<file path="src/rtl/tdm_link_pkg.sv">
package tdm_link_pkg;
  localparam int DEF_SLOTS  = 16;
  localparam int DEF_WORD_W = 16;

  function automatic int pos_width(input int frame_len);
    return (frame_len > 2) ? $clog2(frame_len) : 1;
  endfunction
endpackage

</file>
<file path="src/rtl/tdm_frame_timer.sv">
module tdm_frame_timer #(
  parameter int FRAME_LEN = 256
) (
  input  logic clk,
  input  logic rst_n,
  output logic frame_last,
  output logic fsync
);
  localparam int POS_W = tdm_link_pkg::pos_width(FRAME_LEN);
  localparam logic [POS_W-1:0] LAST_POS = POS_W'(FRAME_LEN - 1);
  localparam logic [POS_W-1:0] PRE_POS  = POS_W'(FRAME_LEN - 2);

  logic [POS_W-1:0] pos_q;

  assign frame_last = (pos_q == LAST_POS);

  // pos_q is the frame bit now on the serial lines
  always_ff @(posedge clk or negedge rst_n) begin
    if (!rst_n) begin
      pos_q <= PRE_POS;
      fsync <= 1'b0;
    end else begin
      pos_q <= frame_last ? '0 : pos_q + 1'b1;
      fsync <= (pos_q == PRE_POS);
    end
  end
endmodule

</file>
<file path="src/rtl/tdm_tx_bank.sv">
module tdm_tx_bank #(
  parameter int SLOTS  = 16,
  parameter int WORD_W = 16
) (
  input  logic                     clk,
  input  logic                     rst_n,
  input  logic                     wr_en,
  input  logic [$clog2(SLOTS)-1:0] wr_slot,
  input  logic [WORD_W-1:0]        wr_data,
  input  logic                     load,
  output logic                     sdo
);
  localparam int FRAME_LEN = SLOTS * WORD_W;
  localparam int SLOT_AW   = $clog2(SLOTS);

  logic [SLOTS-1:0][WORD_W-1:0] bank_q;
  logic [FRAME_LEN-1:0]         flat;
  logic [FRAME_LEN-1:0]         shift_q;

  // slot 0 sits at the top so it leaves first
  for (genvar k = 0; k < SLOTS; k++) begin : g_flat
    assign flat[(SLOTS-1-k)*WORD_W +: WORD_W] = bank_q[k];
  end

  always_ff @(posedge clk or negedge rst_n) begin
    if (!rst_n) begin
      bank_q <= '0;
    end else begin
      for (int k = 0; k < SLOTS; k++) begin
        if (wr_en && (wr_slot == SLOT_AW'(k))) bank_q[k] <= wr_data;
      end
    end
  end

  always_ff @(posedge clk or negedge rst_n) begin
    if (!rst_n)    shift_q <= '0;
    else if (load) shift_q <= flat;
    else           shift_q <= {shift_q[FRAME_LEN-2:0], 1'b0};
  end

  assign sdo = shift_q[FRAME_LEN-1];
endmodule

</file>
<file path="src/rtl/tdm_rx_capture.sv">
module tdm_rx_capture #(
  parameter int SLOTS  = 16,
  parameter int WORD_W = 16
) (
  input  logic                      clk,
  input  logic                      rst_n,
  input  logic                      sdi,
  input  logic                      frame_last,
  output logic [SLOTS*WORD_W-1:0]   rx_slots,
  output logic                      frame_done
);
  localparam int FRAME_LEN = SLOTS * WORD_W;

  logic [FRAME_LEN-2:0] shift_q;
  logic [FRAME_LEN-1:0] full;
  logic [FRAME_LEN-1:0] remap;
  logic                 armed_q;

  assign full = {shift_q, sdi};

  // first-received word is at the top of full; slot k goes to low-order lane k
  for (genvar k = 0; k < SLOTS; k++) begin : g_remap
    assign remap[k*WORD_W +: WORD_W] = full[(SLOTS-1-k)*WORD_W +: WORD_W];
  end

  always_ff @(posedge clk or negedge rst_n) begin
    if (!rst_n) begin
      shift_q    <= '0;
      rx_slots   <= '0;
      armed_q    <= 1'b0;
      frame_done <= 1'b0;
    end else begin
      shift_q    <= {shift_q[FRAME_LEN-3:0], sdi};
      frame_done <= frame_last && armed_q;
      if (frame_last) begin
        armed_q <= 1'b1;
        if (armed_q) rx_slots <= remap;
      end
    end
  end
endmodule

</file>
<file path="src/rtl/tdm_codec_link.sv">
module tdm_codec_link #(
  parameter int SLOTS  = tdm_link_pkg::DEF_SLOTS,
  parameter int WORD_W = tdm_link_pkg::DEF_WORD_W
) (
  input  logic                     clk,
  input  logic                     rst_n,
  input  logic                     sdi,
  output logic                     sdo,
  output logic                     fsync,
  input  logic                     tx_wr_en,
  input  logic [$clog2(SLOTS)-1:0] tx_wr_slot,
  input  logic [WORD_W-1:0]        tx_wr_data,
  output logic [SLOTS*WORD_W-1:0]  rx_slots,
  output logic                     frame_done
);
  localparam int FRAME_LEN = SLOTS * WORD_W;

  logic frame_last;

  tdm_frame_timer #(.FRAME_LEN(FRAME_LEN)) timer_i (
    .clk        (clk),
    .rst_n      (rst_n),
    .frame_last (frame_last),
    .fsync      (fsync)
  );

  tdm_tx_bank #(.SLOTS(SLOTS), .WORD_W(WORD_W)) tx_i (
    .clk     (clk),
    .rst_n   (rst_n),
    .wr_en   (tx_wr_en),
    .wr_slot (tx_wr_slot),
    .wr_data (tx_wr_data),
    .load    (frame_last),
    .sdo     (sdo)
  );

  tdm_rx_capture #(.SLOTS(SLOTS), .WORD_W(WORD_W)) rx_i (
    .clk        (clk),
    .rst_n      (rst_n),
    .sdi        (sdi),
    .frame_last (frame_last),
    .rx_slots   (rx_slots),
    .frame_done (frame_done)
  );
endmodule

</file>
<file path="config.mk">
export PLATFORM = sky130hd
export DESIGN_NAME = tdm_codec_link
export DESIGN_NICKNAME = d
export VERILOG_FILES = /design/src/rtl/tdm_link_pkg.sv /design/src/rtl/tdm_frame_timer.sv /design/src/rtl/tdm_tx_bank.sv /design/src/rtl/tdm_rx_capture.sv /design/src/rtl/tdm_codec_link.sv
export SDC_FILE = /design/constraint.sdc
export NUM_CORES = 1
export LEC_CHECK = 0
export ABC_AREA = 1
export ABC_CLOCK_PERIOD_IN_PS = 2500
export BUFFER_PORTS_ARGS = -buffer_cell sky130_fd_sc_hd__buf_2
export CAP_MARGIN = 20
export CELL_PAD_IN_SITES_DETAIL_PLACEMENT = 1
export CELL_PAD_IN_SITES_GLOBAL_PLACEMENT = 1
export CORE_MARGIN = 1.5
export CORE_UTILIZATION = 35
export CTS_CLUSTER_SIZE = 30
export DETAILED_ROUTE_END_ITERATION = 10
export PLACE_DENSITY_LB_ADDON = 0.1
export SLEW_MARGIN = 0
export SYNTH_ARGS = -nofsm -noshare
export SYNTH_HDL_FRONTEND = slang
export SYNTH_HIERARCHICAL = 1
export SYNTH_SLANG_ARGS = --single-unit
</file>
<file path="constraint.sdc">
create_clock -name clk -period 2.5 [get_ports clk]
set_input_delay 0.25 -clock clk [delete_from_list [all_inputs] [get_ports clk]]
set_output_delay 0.25 -clock clk [all_outputs]
set_load 0.02 [all_outputs]
</file>
Yosys cells after proc, flatten, opt, wreduce, memory -nomap -nowiden
Index checks and enable logic that the tools add are counted.
{ "classes": {"addsub": 1, "mux": 2, "reduce_logical": 19, "eq_ne": 17} }
{ "op_table": {"columns": ["operator", "n"], "rows": [
  ["256-bit 2-to-1 mux", 1],
  ["4-bit equality test, second input constant", 8],
  ["1-bit logical AND", 17],
  ["4-bit by 3-bit equality test with 1-bit output, second input constant", 4],
  ["8-bit equality test, second input constant", 2],
  ["8-bit by 1-bit adder with 8-bit output, second input constant", 1],
  ["4-bit by 2-bit equality test with 1-bit output, second input constant", 2],
  ["8-bit 2-to-1 mux", 1],
  ["4-bit by 1-bit equality test with 1-bit output, second input constant", 1],
  ["4-bit zero test", 1],
  ["2-bit AND reduction", 1]
]} }
{ "word_totals": {"elab_cells": 62, "reg_bits": 1034} }

Logic depth before layout (Yosys ltp)
Gate-level depths: netlist of run 1.
{ "depth": {"ltp_word": 2, "ltp_mapped": 11, "ltp_nobuf": 8} }

Cells and area by module
The synthesis of run 1 kept the hierarchy.
{ "modules_own_cells": {"columns": ["mod", "n_inst", "seq_area_each_um2", "cells_each", "area_each_um2"], "rows": [
  ["tdm_tx_bank", 1, 12812.3, 1763, 19641.3],
  ["tdm_rx_capture", 1, 12837.3, 1370, 16708.5],
  ["tdm_frame_timer", 1, 234.0, 51, 442.9]
]} }

Least setup slack after synthesis of run 1
No wires, ideal clock.
{ "synth_timing": {"kind": "register to register", "startpoint": "register timer_i.pos_q[1]", "endpoint": "register tx_i.shift_q[112]", "arrival_ns": 1.962, "setup_slack_ns": 0.414, "stages_incl_launch_ff": 10, "setup_time_ns": 0.125, "path_cell_list": "dfstp_2 > ha_1 > nand2_1 > nor2_2 > nand2_1 > clkinv_2 > clkbuf_1 > buf_2 > buf_2 > mux2_2"} }
{ "synth_via": {"elab_chain_cells": 2} }
{ "synth_rtl": {"columns": ["item", "line_no", "text"], "rows": [
  ["from (decl)", "tdm_frame_timer.sv:13", "logic [POS_W-1:0] pos_q;"],
  ["from (signal assigned)", "tdm_frame_timer.sv:23", "pos_q <= frame_last ? '0 : pos_q + 1'b1;"],
  ["8-bit equality test", "tdm_frame_timer.sv:15", "assign frame_last = (pos_q == LAST_POS);"],
  ["named net frame_last", "tdm_codec_link.sv:18", "logic frame_last;"],
  ["256-bit 2-to-1 mux", "tdm_tx_bank.sv:37", "else if (load) shift_q <= flat;"],
  ["to (signal assigned)", "tdm_tx_bank.sv:37", null],
  ["to (signal assigned)", "tdm_tx_bank.sv:38", "else shift_q <= {shift_q[FRAME_LEN-2:0], 1'b0};"],
  ["to (decl)", "tdm_tx_bank.sv:18", "logic [FRAME_LEN-1:0] shift_q;"]
]} }
The timed path passes the listed nets, and every way through them passes these cells.
A chain may end at the register's enable or synchronous reset.

Worst setup path after layout of run 1
{ "layout_timing": {"startpoint": "register timer_i.pos_q[1]", "endpoint": "register rx_i.rx_slots[196]"} }
{ "layout_via": {"elab_chain_cells": 2} }
{ "layout_rtl": {"columns": ["item", "line_no", "text"], "rows": [
  ["8-bit equality test", "tdm_frame_timer.sv:15", null],
  ["named net frame_last", "tdm_codec_link.sv:18", null],
  ["2-bit AND reduction (no line)", null, null],
  ["to (signal assigned)", "tdm_rx_capture.sv:37", "if (armed_q) rx_slots <= remap;"],
  ["to (decl)", "tdm_rx_capture.sv:9", "output logic [SLOTS*WORD_W-1:0] rx_slots,"]
]} }
The timed path passes the listed nets, and every way through them passes these cells.

==> results of run 1 <==
[worst max path at each step]
stage,from,end,slack [ns],depth (start not counted)
CTS,timer_i/pos_q[1],rx_i/rx_slots[223],0.18,9
finish,timer_i/pos_q[1],rx_i/rx_slots[196],0.22,9
floorplan,timer_i/pos_q[1],tx_i/shift_q[112],0.41,9
global placement,timer_i/pos_q[1],rx_i/rx_slots[82],0.23,9
global route,timer_i/pos_q[1],rx_i/rx_slots[176],0.04,9
detailed placement,timer_i/pos_q[1],rx_i/rx_slots[223],0.19,9
[power by group through the flow]
stage,Sequential [uW],Combinational [uW],Clock [uW]
2_1_floorplan,18200,912,0
3_3_place_gp,18300,1600,0
3_5_place_dp,18400,1700,0
4_1_cts,18100,1720,17200
5_1_grt,18200,1940,17800
6_report,18100,1660,16600
[sequential cells by signal, indices dropped and copies added (netlist names)]
name             count
rx_i/frame_done      1
tx_i/bank_q        256
tx_i/shift_q       256
timer_i/pos_q        8
rx_i/armed_q         1
rx_i/shift_q       255
timer_i/fsync        1
rx_i/rx_slots      256
[area by class of cell]
| type | instances | share of cell area [%] |
|---|---|---|
| Sequential cell | 1034 | 59.0 |
| Multi-Input combinational cell | 1900 | 21.8 |
| Clock buffer | 168 | 7.51 |
| Timing Repair Buffer | 394 | 6.25 |
| Tap cell | 1380 | 3.94 |
| Clock inverter | 34 | 0.973 |
| Inverter | 48 | 0.448 |
[cells by family after synthesis]
family,share of synthesized area [%]
muxes,6.83
adders and majority gates,0.0680
buffers and inverters,3.67
and+or+nand+nor,17.9
DFF,70.3
AOI/OAI and AO/OA,1.13
xor gates and xnor gates,0.0238
[cell usage in the layout, fill, tap and decap left out, types with 37 or more instances in the layout]
master and n:
nand3_1 265, nand4_1 65, dfrtp_1 1026, buf_2 281, nand2_1 1207, buf_12 37
clkbuf_16 113, inv_1 45, nor2_1 50, buf_4 69, mux2_2 223
[critical path, delay by kind of cell (launching register included)]
family / cells / cell delay, ns
adders and majority gates: 1 / 0.17
buffers and inverters: 3 / 0.78
DFF: 1 / 0.55
and+or+nand+nor: 5 / 0.70
[per-layer routing]
| layer | global-route usage (%) | vias up | wire [um] |
|---|---|---|---|
| met1 | 24.3 | 12100 | 43300 |
| li1 | - | 10800 | - |
| met4 | 5.49 | 0 | 2200 |
| met3 | 2.76 | 126 | 3260 |
| met2 | 30.4 | 329 | 47000 |
| met5 | 0 | - | 0 |
[metrics by stage]
step	utilization (%)	area, um^2	hold slack (ns)	worst slack, ns	instances
after floorplan	-	36800	-0.0456	0.414	3184
after global placement	38.5	40100	0.192	0.228	4750
after detailed placement	38.5	40100	0.196	0.190	4750
after CTS	42.2	43800	0.0441	0.179	4958
after global routing	42.2	43800	0.0729	0.0433	4958
final	42.2	43800	0.0926	0.219	4958
==> flow_summary_export.csv, run 1 <==
group,metric,value,unit
yosys,syn_area_per_cell,11.6,um^2
worst_setup_path,cpMostUsedCell,"nand2_1",
timing,rsz0062_at_grt,"no",
timing,max_freq,438,MHz
floorplan,core,104000,um^2
worst_setup_path,end_kind,"flip-flop",
drt,post_drt_wl_per_cell,19.3,um
worst_setup_path,slowest_delay,0.55,ns
timing,finalHoldViolCount,0,
worst_setup_path,ff2ff_path_depth,9,
final_layout,area_growth,19.2,%
pwr,switching_share,22.6,%
worst_setup_path,start_kind,"flip-flop",
status,status,"complete, no violations",
timing,relSlewSlack,44.1,%
floorplan,io_pins,283,
yosys,post-synth-top-area-cell,"dfrtp_1",
clock_network,clk_pin_slew,0.06,ns
drt,viasPerCell,4.72,
floorplan,dieArea,107000,um^2
worst_setup_path,path_cells,"ha_1, nand2_1, nor2_2, nand2_1, inv_16, buf_12, buf_12, nand3_1, nand2_1",
timing,worst_pin_slew,0.839,ns
worst_setup_path,crit_type,"reg2reg",
global_route,grt_pass1_vias,25500,
drt,vias,23400,
yosys,synth_top_cell_area_share,69.8,%
pwr,power_frac_comb,4.6,%
clock_network,insertion_delay,0.68,ns
drt,routed_wl,95.8,mm
yosys,syn-cell-area,36800,um^2
clock_network,clock_sinks,1034,
yosys,synth_edf_count,0,
final_layout,fillers,11200,
final_layout,layout.nets,3516,
drt,drtIter0Drc,1250,
pwr,p_int,28100,uW
pwr,power.leakage,0.0239,uW
yosys,ys.flop_type,"dfrtp_1",
final_layout,multi_input_area,9570,um^2
yosys,ys_seq_area_share,70.3,%
final_layout,layout-drive-gt1-share,22.8,%
clock_network,post-cts-setup-buffers,0,
timing,finalCritPeriodShare,91.3,%
placement,gp_congestion,0.776,
clock_network,cts_buffers,112,
yosys,synthMostInstantiatedCell,"nand2_1",
worst_setup_path,cp_data_required_time,3.11,ns
clock_network,cts_tree,"built",
global_route,grt_overflow,0,
timing,finalSetupTns,0,ns
global_route,antenna_found_initial,0,
job,maxCapViolations,0,
worst_setup_path,rr_endpoint,"rx_i/rx_slots[196]",
worst_setup_path,cpMaxStageDelayCell,"dfstp_2",
drt,drc,0,
pwr,irDropWorstVdd,0.000480,V
global_route,grt_util_all_layers,18.1,%
yosys,synthTopCellsByArea,"dfrtp_1 (70%), nand2_1 (12%), mux2_2 (6.8%)",
pwr,p_sw,8200,uW
global_route,grt_max_degree,106,
pwr,power_density,829,nW/um^2
yosys,synth_async_sr_flop_share,100,%
drt,first_pass_iters,4,
timing,setup_viol,0,
worst_hold_path,min-delay-path-class,"in2async",
timing,finalClockSkew,0.0217,ns
worst_setup_path,timing.rr.start,"timer_i/pos_q[1]",
yosys,synthCells,3184,
placement,hpwl,58.2,mm
clock_network,ctsResizeCount,0,
final_layout,regArea,25900,um^2
placement,port_buffers,282,
clock_network,cts_max_path_buffers,3,
timing,slew_violations,0,
clock_network,htree_levels,3,
yosys,synthTopCellsByCount,"nand2_1 (1207), dfrtp_1 (1027), nand3_1 (265)",
pwr,power_frac_seq,49.8,%
clock_network,cts_root_buffer,"clkbuf_16",
final_layout,antenna_cells,0,
worst_setup_path,rrSetupSlack,0.22,ns
worst_setup_path,critPathMaxFanout,40,
drt,ant_nets,0,
worst_setup_path,critPathArrivalTime,2.90,ns
floorplan,rows,118,
floorplan,dieHeight,327,um
pwr,power,36300,uW
yosys,ys_ff_latch,1034,
clock_network,hold_buffers,6,
floorplan,die_x,327,um
global_route,grt_pass1_wl,152,mm
yosys,synthesis.nets,3210,
floorplan,start_util,35.4,%
pwr,clkPwrFrac,45.7,%
yosys,yosys_warnings,6,
yosys,synth_cell_types,28,
timing,period_minus_slack,2.28,ns
(Power assumes the default switching activity.)
==> inputs of run 2 (changes only) <==
Settings changed: SETUP_SLACK_MARGIN set to 0.3.
==> flow_summary_export.csv, run 2 (synthesized netlist as in run 1, its figures left out) <==
group,metric,value,unit
status,status,"complete, no violations",
worst_setup_path,cpMaxStageDelayCell,"dfstp_2",
clock_network,htree_levels,3,
floorplan,dieArea,107000,um^2
timing,rsz0062_at_grt,"no",
floorplan,io_pins,283,
timing,finalCritPeriodShare,82.8,%
timing,max_freq,483,MHz
final_layout,final_cell_count_no_fill,4960,
timing,slew_violations,0,
global_route,grt_pass1_wl,152,mm
drt,ant_nets,0,
floorplan,start_util,35.4,%
final_layout,layout_common_cells,"nand2_1 (1206), dfrtp_1 (1026), buf_2 (281)",
final_layout,layout-drive-gt1-share,22.8,%
timing,finalHoldViolCount,0,
drt,viasPerCell,4.72,
timing,worst_pin_slew,0.851,ns
global_route,grt_max_degree,106,
worst_setup_path,cp_data_required_time,3.06,ns
placement,gp_congestion,0.776,
final_layout,reg_top3,"rx_i/rx_slots (256), tx_i/bank_q (256), tx_i/shift_q (256)",
pwr,power.leakage,0.0239,uW
floorplan,dieHeight,327,um
final_layout,layout.nets,3518,
placement,port_buffers,282,
worst_setup_path,slowest_delay,0.55,ns
clock_network,post-cts-setup-buffers,0,
worst_setup_path,critPathMaxFanout,20,
worst_setup_path,end_kind,"flip-flop",
placement,placed_cells,4750,
timing,setup_viol,0,
worst_setup_path,crit_type,"reg2reg",
floorplan,die_x,327,um
worst_setup_path,start_kind,"flip-flop",
drt,vias,23400,
drt,post_drt_wl_per_cell,19.4,um
final_layout,antenna_cells,0,
timing,relSlewSlack,43.3,%
drt,drc,0,
pwr,power_density,828,nW/um^2
drt,first_pass_iters,4,
clock_network,cts_tree,"built",
floorplan,core,104000,um^2
drt,drtIter0Drc,1276,
clock_network,insertion_delay,0.68,ns
final_layout,final_common_cell,"nand2_1",
pwr,irDropWorstVdd,0.000480,V
job,maxCapViolations,0,
timing,period_minus_slack,2.07,ns
global_route,grt_overflow,0,
global_route,grt_pass1_vias,25500,
clock_network,cts_root_buffer,"clkbuf_16",
global_route,antenna_found_initial,0,
global_route,grt_util_all_layers,18.2,%
timing,finalClockSkew,0.0230,ns
worst_setup_path,critPathArrivalTime,2.63,ns
clock_network,clk_pin_slew,0.06,ns
timing,finalSetupTns,0,ns
clock_network,cts_max_path_buffers,3,
timing,fin_ws,0.431,ns
worst_hold_path,min-delay-path-class,"in2async",
clock_network,clock_sinks,1034,
placement,post-place-ws,0.190,ns
placement,hpwl,58.2,mm
worst_setup_path,path_cells,"ha_1, nand2_1, nor2_4, nand2_4, inv_6, buf_4, mux2_2",
clock_network,cts_buffers,112,
floorplan,rows,118,
final_layout,area_growth,19.3,%
drt,routed_wl,96.4,mm
-- run 2: final timing paths --
| kind | from | end | slack (ns) | cells after the start |
|---|---|---|---|---|
| max in group asynchronous | rst_n | tx_i/bank_q[122] | 1.36 | 3 |
| min in group clk | tx_wr_slot[3] | tx_i/bank_q[159] | 0.11 | 4 |
| worst min-delay path | rst_n | rx_i/shift_q[190] | 0.1 | 2 |
| worst min register to register | rx_i/shift_q[236] | rx_i/shift_q[237] | 0.36 | 0 |
| worst max-delay path | timer_i/pos_q[1] | tx_i/shift_q[128] | 0.43 | 7 |
| worst max register to register | timer_i/pos_q[1] | tx_i/shift_q[128] | 0.43 | 7 |
-- run 2: repair_timing --
item,in CTS,in global routing
hold endpoints to repair,479,0
endpoints found under the setup margin,467,201
resized for setup,2,3
cloned,2,0
hold buffers,6,0
-- run 2: worst max-delay path, delay by kind of cell (launching register included) --
kind / cells / cell delay (ns)
AND/OR/NAND/NOR: 3 / 0.43
adder cells (fa/ha/maj): 1 / 0.16
buffers and inverters: 2 / 0.48
multiplexers: 1 / 0.33
flip-flops: 1 / 0.55
-- run 2: layout make-up --
cell class | instances | area, um^2
Fill cell | 11200 | 60000
Sequential cell | 1034 | 25900
Multi-Input combinational cell | 1900 | 9590
Clock buffer | 168 | 3290
Timing Repair Buffer | 394 | 2750
Tap cell | 1380 | 1730
Clock inverter | 34 | 427
Inverter | 48 | 206
Timing Repair inverter | 2 | 17.5
-- run 2: where the power goes --
part           total [uW]  internal (uW)  switching (uW)
Combinational        1660            518            1140
Sequential          18100          17600             437
Clock               16600           9980            6610
Total               36300          28100            8190
-- run 2: through the flow --
stage | hold slack [ns] | utilization, % | power [uW] | instance area [um^2]
6_report | 0.0953 | 42.2 | 36300 | 43900
5_1_grt | 0.0729 | 42.2 | 37900 | 43900
4_1_cts | 0.0441 | 42.2 | 37000 | 43900
3_5_place_dp | 0.196 | 38.5 | 20100 | 40100
3_3_place_gp | 0.192 | 38.5 | 19900 | 40100
2_1_floorplan | -0.0456 | - | 19100 | 36800
-- run 2: per-layer routing --
layer / routed length [um] / track usage, %
met5: 0 / 0
met4: 2270 / 5.64
met3: 3240 / 2.80
met1: 43600 / 24.5
met2: 47200 / 30.4
